==> src/rtl/dpba_pkg.sv <==
package dpba_pkg;
  typedef enum logic [1:0] {
    OWN_NONE  = 2'd0,
    OWN_LEFT  = 2'd1,
    OWN_RIGHT = 2'd2
  } owner_e;

  // Strobes from control to datapath: a set flag means that side lost.
  typedef struct packed {
    logic flagLeft;
    logic flagRight;
  } busy_strobes_t;
endpackage

==> src/rtl/dpba_datapath.sv <==
module dpba_datapath
  import dpba_pkg::*;
#(
  parameter int ADDR_W = 15
) (
  input  logic              clk,
  input  logic              rst,
  input  logic              masterMode,
  input  logic              leftCeN,
  input  logic              leftRwN,
  input  logic [ADDR_W-1:0] leftAddr,
  input  logic              rightCeN,
  input  logic              rightRwN,
  input  logic [ADDR_W-1:0] rightAddr,
  input  logic              leftBusyIn,
  input  logic              rightBusyIn,
  input  busy_strobes_t     strobes,
  output logic              matchNow,
  output logic              leftHeld,
  output logic              rightHeld,
  output logic              leftBusyN,
  output logic              rightBusyN,
  output logic              leftWeN,
  output logic              rightWeN
);
  localparam int SIDES = 2;

  logic [SIDES-1:0]             sideEn;
  logic [SIDES-1:0][ADDR_W-1:0] sideAddr;
  logic [SIDES-1:0]             sideHeld;

  assign sideEn   = {~rightCeN, ~leftCeN};
  assign sideAddr = {rightAddr, leftAddr};

  // One arrival tracker per port: a port is "held" when it was already
  // enabled on the same address at the previous edge.
  for (genvar s = 0; s < SIDES; s++) begin : g_side
    logic              prevEn;
    logic [ADDR_W-1:0] prevAddr;
    always_ff @(posedge clk) begin
      if (rst) begin
        prevEn <= 1'b0;
      end else begin
        prevEn <= sideEn[s];
      end
      prevAddr <= sideAddr[s];
    end
    assign sideHeld[s] = sideEn[s] && prevEn && (prevAddr == sideAddr[s]);
  end

  assign matchNow  = sideEn[0] && sideEn[1] && (leftAddr == rightAddr);
  assign leftHeld  = sideHeld[0];
  assign rightHeld = sideHeld[1];

  logic leftBlocked, rightBlocked;
  always_comb begin
    leftBusyN    = ~(masterMode & strobes.flagLeft);
    rightBusyN   = ~(masterMode & strobes.flagRight);
    leftBlocked  = masterMode ? strobes.flagLeft  : ~leftBusyIn;
    rightBlocked = masterMode ? strobes.flagRight : ~rightBusyIn;
    leftWeN      = leftCeN  | leftRwN  | leftBlocked;
    rightWeN     = rightCeN | rightRwN | rightBlocked;
  end

  a_r1_quiet_without_match: assert property (@(posedge clk) disable iff (rst)
    (masterMode && (leftCeN || rightCeN || leftAddr != rightAddr))
      |-> (leftBusyN && rightBusyN));

  a_r2_single_loser: assert property (@(posedge clk) disable iff (rst)
    (masterMode && !leftCeN && !rightCeN && leftAddr == rightAddr)
      |-> ($countones({~leftBusyN, ~rightBusyN}) == 1));

  a_r3_loser_write_gated: assert property (@(posedge clk) disable iff (rst)
    (!leftBusyN |-> leftWeN) and (!rightBusyN |-> rightWeN));

  a_r8_slave_inhibit: assert property (@(posedge clk) disable iff (rst)
    !masterMode |-> (leftBusyN && rightBusyN
                     && (!leftBusyIn -> leftWeN) && (!rightBusyIn -> rightWeN)));
endmodule

==> src/rtl/dpba_control.sv <==
module dpba_control
  import dpba_pkg::*;
(
  input  logic          clk,
  input  logic          rst,
  input  logic          masterMode,
  input  logic          matchNow,
  input  logic          leftHeld,
  input  logic          rightHeld,
  output busy_strobes_t strobes
);
  owner_e ownQ, winner;

  always_comb begin
    winner = OWN_NONE;
    if (!rst && masterMode && matchNow) begin
      if (ownQ != OWN_NONE)          winner = ownQ;
      else if (rightHeld && !leftHeld) winner = OWN_RIGHT;
      else                           winner = OWN_LEFT;  // left first or tie
    end
    strobes.flagLeft  = (winner == OWN_RIGHT);
    strobes.flagRight = (winner == OWN_LEFT);
  end

  always_ff @(posedge clk) begin
    if (rst) ownQ <= OWN_NONE;
    else     ownQ <= winner;
  end

  a_r6_owner_kept: assert property (@(posedge clk) disable iff (rst)
    (masterMode && matchNow && ownQ == OWN_RIGHT) |-> strobes.flagLeft && !strobes.flagRight);

  a_r6_owner_kept_left: assert property (@(posedge clk) disable iff (rst)
    (masterMode && matchNow && ownQ == OWN_LEFT) |-> strobes.flagRight && !strobes.flagLeft);
endmodule

==> src/rtl/dp_busy_arbiter.sv <==
module dp_busy_arbiter
  import dpba_pkg::*;
#(
  parameter int ADDR_W = 15
) (
  input  logic              clk,
  input  logic              rst,
  input  logic              masterMode,
  input  logic              leftCeN,
  input  logic              leftRwN,
  input  logic [ADDR_W-1:0] leftAddr,
  input  logic              rightCeN,
  input  logic              rightRwN,
  input  logic [ADDR_W-1:0] rightAddr,
  input  logic              leftBusyIn,
  input  logic              rightBusyIn,
  output logic              leftBusyN,
  output logic              rightBusyN,
  output logic              leftWeN,
  output logic              rightWeN
);
  busy_strobes_t strobes;
  logic matchNow, leftHeld, rightHeld;

  dpba_datapath #(.ADDR_W(ADDR_W)) u_datapath (
    .clk(clk), .rst(rst), .masterMode(masterMode),
    .leftCeN(leftCeN), .leftRwN(leftRwN), .leftAddr(leftAddr),
    .rightCeN(rightCeN), .rightRwN(rightRwN), .rightAddr(rightAddr),
    .leftBusyIn(leftBusyIn), .rightBusyIn(rightBusyIn), .strobes(strobes),
    .matchNow(matchNow), .leftHeld(leftHeld), .rightHeld(rightHeld),
    .leftBusyN(leftBusyN), .rightBusyN(rightBusyN),
    .leftWeN(leftWeN), .rightWeN(rightWeN)
  );

  dpba_control u_control (
    .clk(clk), .rst(rst), .masterMode(masterMode),
    .matchNow(matchNow), .leftHeld(leftHeld), .rightHeld(rightHeld),
    .strobes(strobes)
  );
endmodule

==> config.mk <==
export PLATFORM = sky130hd
export DESIGN_NAME = dp_busy_arbiter
export DESIGN_NICKNAME = d
export VERILOG_FILES = /design/src/rtl/dpba_pkg.sv /design/src/rtl/dpba_datapath.sv /design/src/rtl/dpba_control.sv /design/src/rtl/dp_busy_arbiter.sv
export SDC_FILE = /design/constraint.sdc
export NUM_CORES = 1
export LEC_CHECK = 0
export ABC_CLOCK_PERIOD_IN_PS = 2000
export BUFFER_PORTS_ARGS = -buffer_cell sky130_fd_sc_hd__buf_2
export CAP_MARGIN = 20
export CORE_UTILIZATION = 25
export DETAILED_ROUTE_END_ITERATION = 7
export GPL_ROUTABILITY_DRIVEN = 0
export HOLD_SLACK_MARGIN = 0.03
export PLACE_DENSITY = 0.47
export SYNTH_ARGS = -nofsm -noshare
export SYNTH_HDL_FRONTEND = slang
export SYNTH_HIERARCHICAL = 1
export SYNTH_SLANG_ARGS = --single-unit
==> constraint.sdc <==
create_clock -name clk -period 2 [get_ports clk]
set_input_delay 0.2 -clock clk [delete_from_list [all_inputs] [get_ports clk]]
set_output_delay 0.2 -clock clk [all_outputs]
set_load 0.05 [all_outputs]
==> flow_summary.rst <==
.. list-table::
   :header-rows: 1

   * - Metric
     - Value
   * - Outcome
     - complete, but fails checks
   * - Violations in the final reports
     - negative setup slack
   * - Detailed-routing iteration count for the pre-antenna-repair pass
     - 4
   * - Largest net degree at the start of global routing
     - 11
   * - Arrival time worst endpoint
     - 2.23 ns
   * - Leak pwr
     - 0.752 nW
   * - Post-synth top area share
     - 0.514
   * - Count of final setup violators
     - 4
   * - Area growth from synthesis to final layout
     - 41.2%
   * - First-pass GRT wire length
     - 4.57 mm
   * - Core Box Area
     - 5110 µm²
   * - Count of final max-slew check failures
     - 0
   * - Layout cells sized above 1
     - 0.436
   * - Minimum period implied by the final worst setup slack
     - 2.43 ns
   * - Final hold violation count
     - 0
   * - Multi-input combinational cell area
     - 709 µm²
   * - Largest stage delay on the critical path
     - 0.37 ns
   * - Die boundary height
     - 74.8 µm
   * - Ratio of total power to cell area
     - 775 nW/µm²
   * - Count of fill cells added during filler insertion
     - 525
   * - Post-Syn Area per Cell
     - 11.4 µm²
   * - Max VDD drop
     - 0.000350 V
   * - Type of the worst min-delay path
     - primary input to register
   * - Area of the mapped netlist
     - 1330 µm²
   * - Initial Util
     - 0.259
   * - Headroom to the max-slew limit
     - 0.771
   * - Fin util
     - 0.366
   * - Grt ovf
     - 0
   * - Maximum Capacitance Violations
     - 0
   * - N_diodes
     - 0
   * - Critical Path Sink Type
     - primary output
   * - Cells taking the most area after synthesis
     - sky130_fd_sc_hd__dfxtp_1 (51%), sky130_fd_sc_hd__xnor2_1 (30%), sky130_fd_sc_hd__nand4_1 (5.7%)
   * - Total CTS buffers
     - 5
   * - Adder and majority gate portion of the synthesized area
     - 0
   * - Top achievable clock speed
     - 0.411 GHz
   * - Transition time at the pin with the least slew margin
     - 0.341 ns
   * - Number of non-filler instances in the completed layout
     - 242
   * - Kind of start point of the critical path
     - register
   * - Total power
     - 1.45 mW
   * - I/O pins
     - 43
   * - Site Rows
     - 26
   * - Drt initial violations
     - 27
   * - Synth Area in Compound Gates
     - 0.0142
   * - H-tree Lvls
     - 2
   * - Clock tree from TritonCTS
     - yes
   * - Post-Synth Simple-Gate Area
     - 0.151
   * - Root cell of the clock tree
     - sky130_fd_sc_hd__clkbuf_8
   * - Total nets after synthesis
     - 155
   * - Antenna violations before repair
     - 0
   * - Number of instances in the synthesized netlist
     - 116
   * - Area leader, netlist
     - sky130_fd_sc_hd__dfxtp_1
   * - Total Routed Length
     - 2.77 mm
   * - Via density per instance
     - 3.94
   * - Worst Path Max Fanout
     - 2
   * - Detail Route Antenna Nets
     - 0
   * - Register area
     - 687 µm²
   * - Main combinational cell family by area after synthesis
     - XOR/XNOR gates
   * - Post-layout worst setup margin
     - -0.433 ns
   * - PortBufs
     - 42
   * - Warnings from Yosys
     - 6
   * - WP data required
     - 1.80 ns
   * - Unrepaired setup endpoints after global routing
     - true
   * - Number of nets in the layout
     - 210
   * - Die outline width
     - 74.8 µm
   * - Count of placed standard cells including taps
     - 232
   * - # clock sinks
     - 34
   * - Worst Clk Skew
     - 0.00636 ns
   * - Area after DPL
     - 1660 µm²
   * - Total Die Area
     - 5600 µm²
   * - Buffer depth of the longest clock path
     - 2
   * - Worst hold slack across all endpoints
     - 0.0579 ns
   * - Clk_lat worst skew
     - 0.29 ns
   * - Multiplexer fraction of the synthesized cell area
     - 0.0151
   * - Master of the slowest instance on the critical path
     - sky130_fd_sc_hd__or3_4
   * - Number of unique standard cell types used by synthesis
     - 16
   * - GR Util All Layers
     - 0.116
   * - Final routed wire length divided by cell count
     - 11.4 µm
   * - Vias after detailed routing
     - 954
   * - Share of the yosys chip area belonging to registers
     - 0.514
   * - Category of the critical setup timing path
     - register to primary output
   * - Vias in the first global route
     - 998
   * - Post-CTS clock slew at the launch and capture registers of the worst setup and hold paths
     - 0.07 ns
   * - Seq cells post-synth
     - 34
   * - Synth Area in XOR/XNOR
     - 0.297
   * - Total non-filler cell area in the finished layout
     - 1870 µm²
   * - DR DRC count
     - 0
   * - Series of cell instances along the critical path
     - xnor2_2 > nand4_1 > nor4_2 > buf_4 > nor3b_4 > nor3_2 > inv_1 > mux2i_1 > or3_4 > buf_8
   * - Part of the cycle the worst path needs
     - 1.22
-- cell usage after synthesis --
library cell and n:
sky130_fd_sc_hd__a21oi_2 1, sky130_fd_sc_hd__dfxtp_1 34, sky130_fd_sc_hd__inv_1 3, sky130_fd_sc_hd__mux2i_1 2
sky130_fd_sc_hd__nand2_1 2, sky130_fd_sc_hd__nand3b_4 1, sky130_fd_sc_hd__nand4_1 12, sky130_fd_sc_hd__nor2_1 5
sky130_fd_sc_hd__nor2b_1 2, sky130_fd_sc_hd__nor3_1 2, sky130_fd_sc_hd__nor3b_2 1, sky130_fd_sc_hd__nor4_1 1
sky130_fd_sc_hd__nor4_2 2, sky130_fd_sc_hd__o21ba_1 1, sky130_fd_sc_hd__or3_1 2, sky130_fd_sc_hd__xnor2_1 45
-- critical path: cells and delay by family (launching register included) --
family	cells	cell delay (ns)
AND/OR/NAND/NOR	5	1.07
buffers and inverters	3	0.36
flip-flops	1	0.33
XOR/XNOR	1	0.13
multiplexers	1	0.06
-- report_power, final --
group | switching, mW | internal [mW] | total, mW
clock network | 0.242 | 0.277 | 0.519
logic | 0.0914 | 0.110 | 0.202
registers | 0.0153 | 0.713 | 0.728
-- repair_timing --
item / 4_1_cts / 5_1_grt
setup buffers: 2 / 1
gates resized for setup: 14 / 11
setup endpoints to repair: 4 / 4
pin swaps: 13 / 13
hold buffers: 0 / 0
-- state kept, by name, summed over array words and instances, names as in the netlist --
register,cells
u_datapath/g_side.prevAddr,30
u_control/ownQ,2
u_datapath/g_side.prevEn,2
-- metal layers --
metal  routed length [µm]  track usage
met5                    0            0
met4                   43       0.0566
met3                  182       0.0482
met2                 1340        0.182
met1                 1200        0.137
-- placed cells by master (no fill, tap or decap) --
master / instances
sky130_fd_sc_hd__nor2b_1: 1
sky130_fd_sc_hd__dfxtp_1: 29
sky130_fd_sc_hd__nand3b_4: 1
sky130_fd_sc_hd__a21oi_2: 1
sky130_fd_sc_hd__mux2i_1: 2
sky130_fd_sc_hd__buf_6: 3
sky130_fd_sc_hd__nand2_1: 2
sky130_fd_sc_hd__or3_1: 1
sky130_fd_sc_hd__buf_4: 6
sky130_fd_sc_hd__nor4_2: 2
sky130_fd_sc_hd__nor4_4: 1
sky130_fd_sc_hd__nand4_1: 12
sky130_fd_sc_hd__clkbuf_8: 6
sky130_fd_sc_hd__inv_1: 3
sky130_fd_sc_hd__buf_2: 38
sky130_fd_sc_hd__xnor2_1: 40
sky130_fd_sc_hd__or3_4: 1
sky130_fd_sc_hd__nor2b_2: 1
sky130_fd_sc_hd__dfxtp_2: 5
sky130_fd_sc_hd__o21ba_1: 1
sky130_fd_sc_hd__nor2_1: 5
sky130_fd_sc_hd__nor3_2: 2
sky130_fd_sc_hd__buf_8: 1
sky130_fd_sc_hd__clkinv_2: 1
sky130_fd_sc_hd__clkbuf_1: 1
sky130_fd_sc_hd__nor3b_4: 1
sky130_fd_sc_hd__xnor2_2: 5
-- through the flow --
step	worst slack [ns]	setup TNS, ns
floorplan	0.0285	0
global placement	-0.270	-0.535
detailed placement	-0.328	-0.728
CTS	-0.405	-1.01
global route	-0.557	-1.49
finish	-0.433	-0.939
-- final cells by class --
cell class	count	area share
Multi-Input combinational cell	79	0.379
Sequential cell	34	0.367
Timing Repair Buffer	48	0.152
Tap cell	70	0.0468
Clock buffer	7	0.0462
Inverter	3	0.00602
Clock inverter	1	0.00268
-- path summary, 6_finish.rpt --
check	slack (ns)	depth (start not counted)	startpoint	end
hold reg to reg	0.54	2	u_control/ownQ[1]$_SDFF_PP0_	u_control/ownQ[1]$_SDFF_PP0_
hold / removal	0.06	1	rightAddr[4]	u_datapath/g_side[1].prevAddr[4]$_DFF_P_
setup / recovery	-0.43	10	u_datapath/g_side[1].prevAddr[8]$_DFF_P_	rightWeN
setup reg to reg	0.56	7	u_datapath/g_side[1].prevAddr[8]$_DFF_P_	u_control/ownQ[0]$_SDFF_PP0_
-- kinds of logic after synthesis --
group | Yosys count
xor+xnor | 45
simple gates | 30
flops | 34
compound gates | 2
mux | 2
buf+inv | 3
Note: power is estimated with default switching activity, not from simulation.
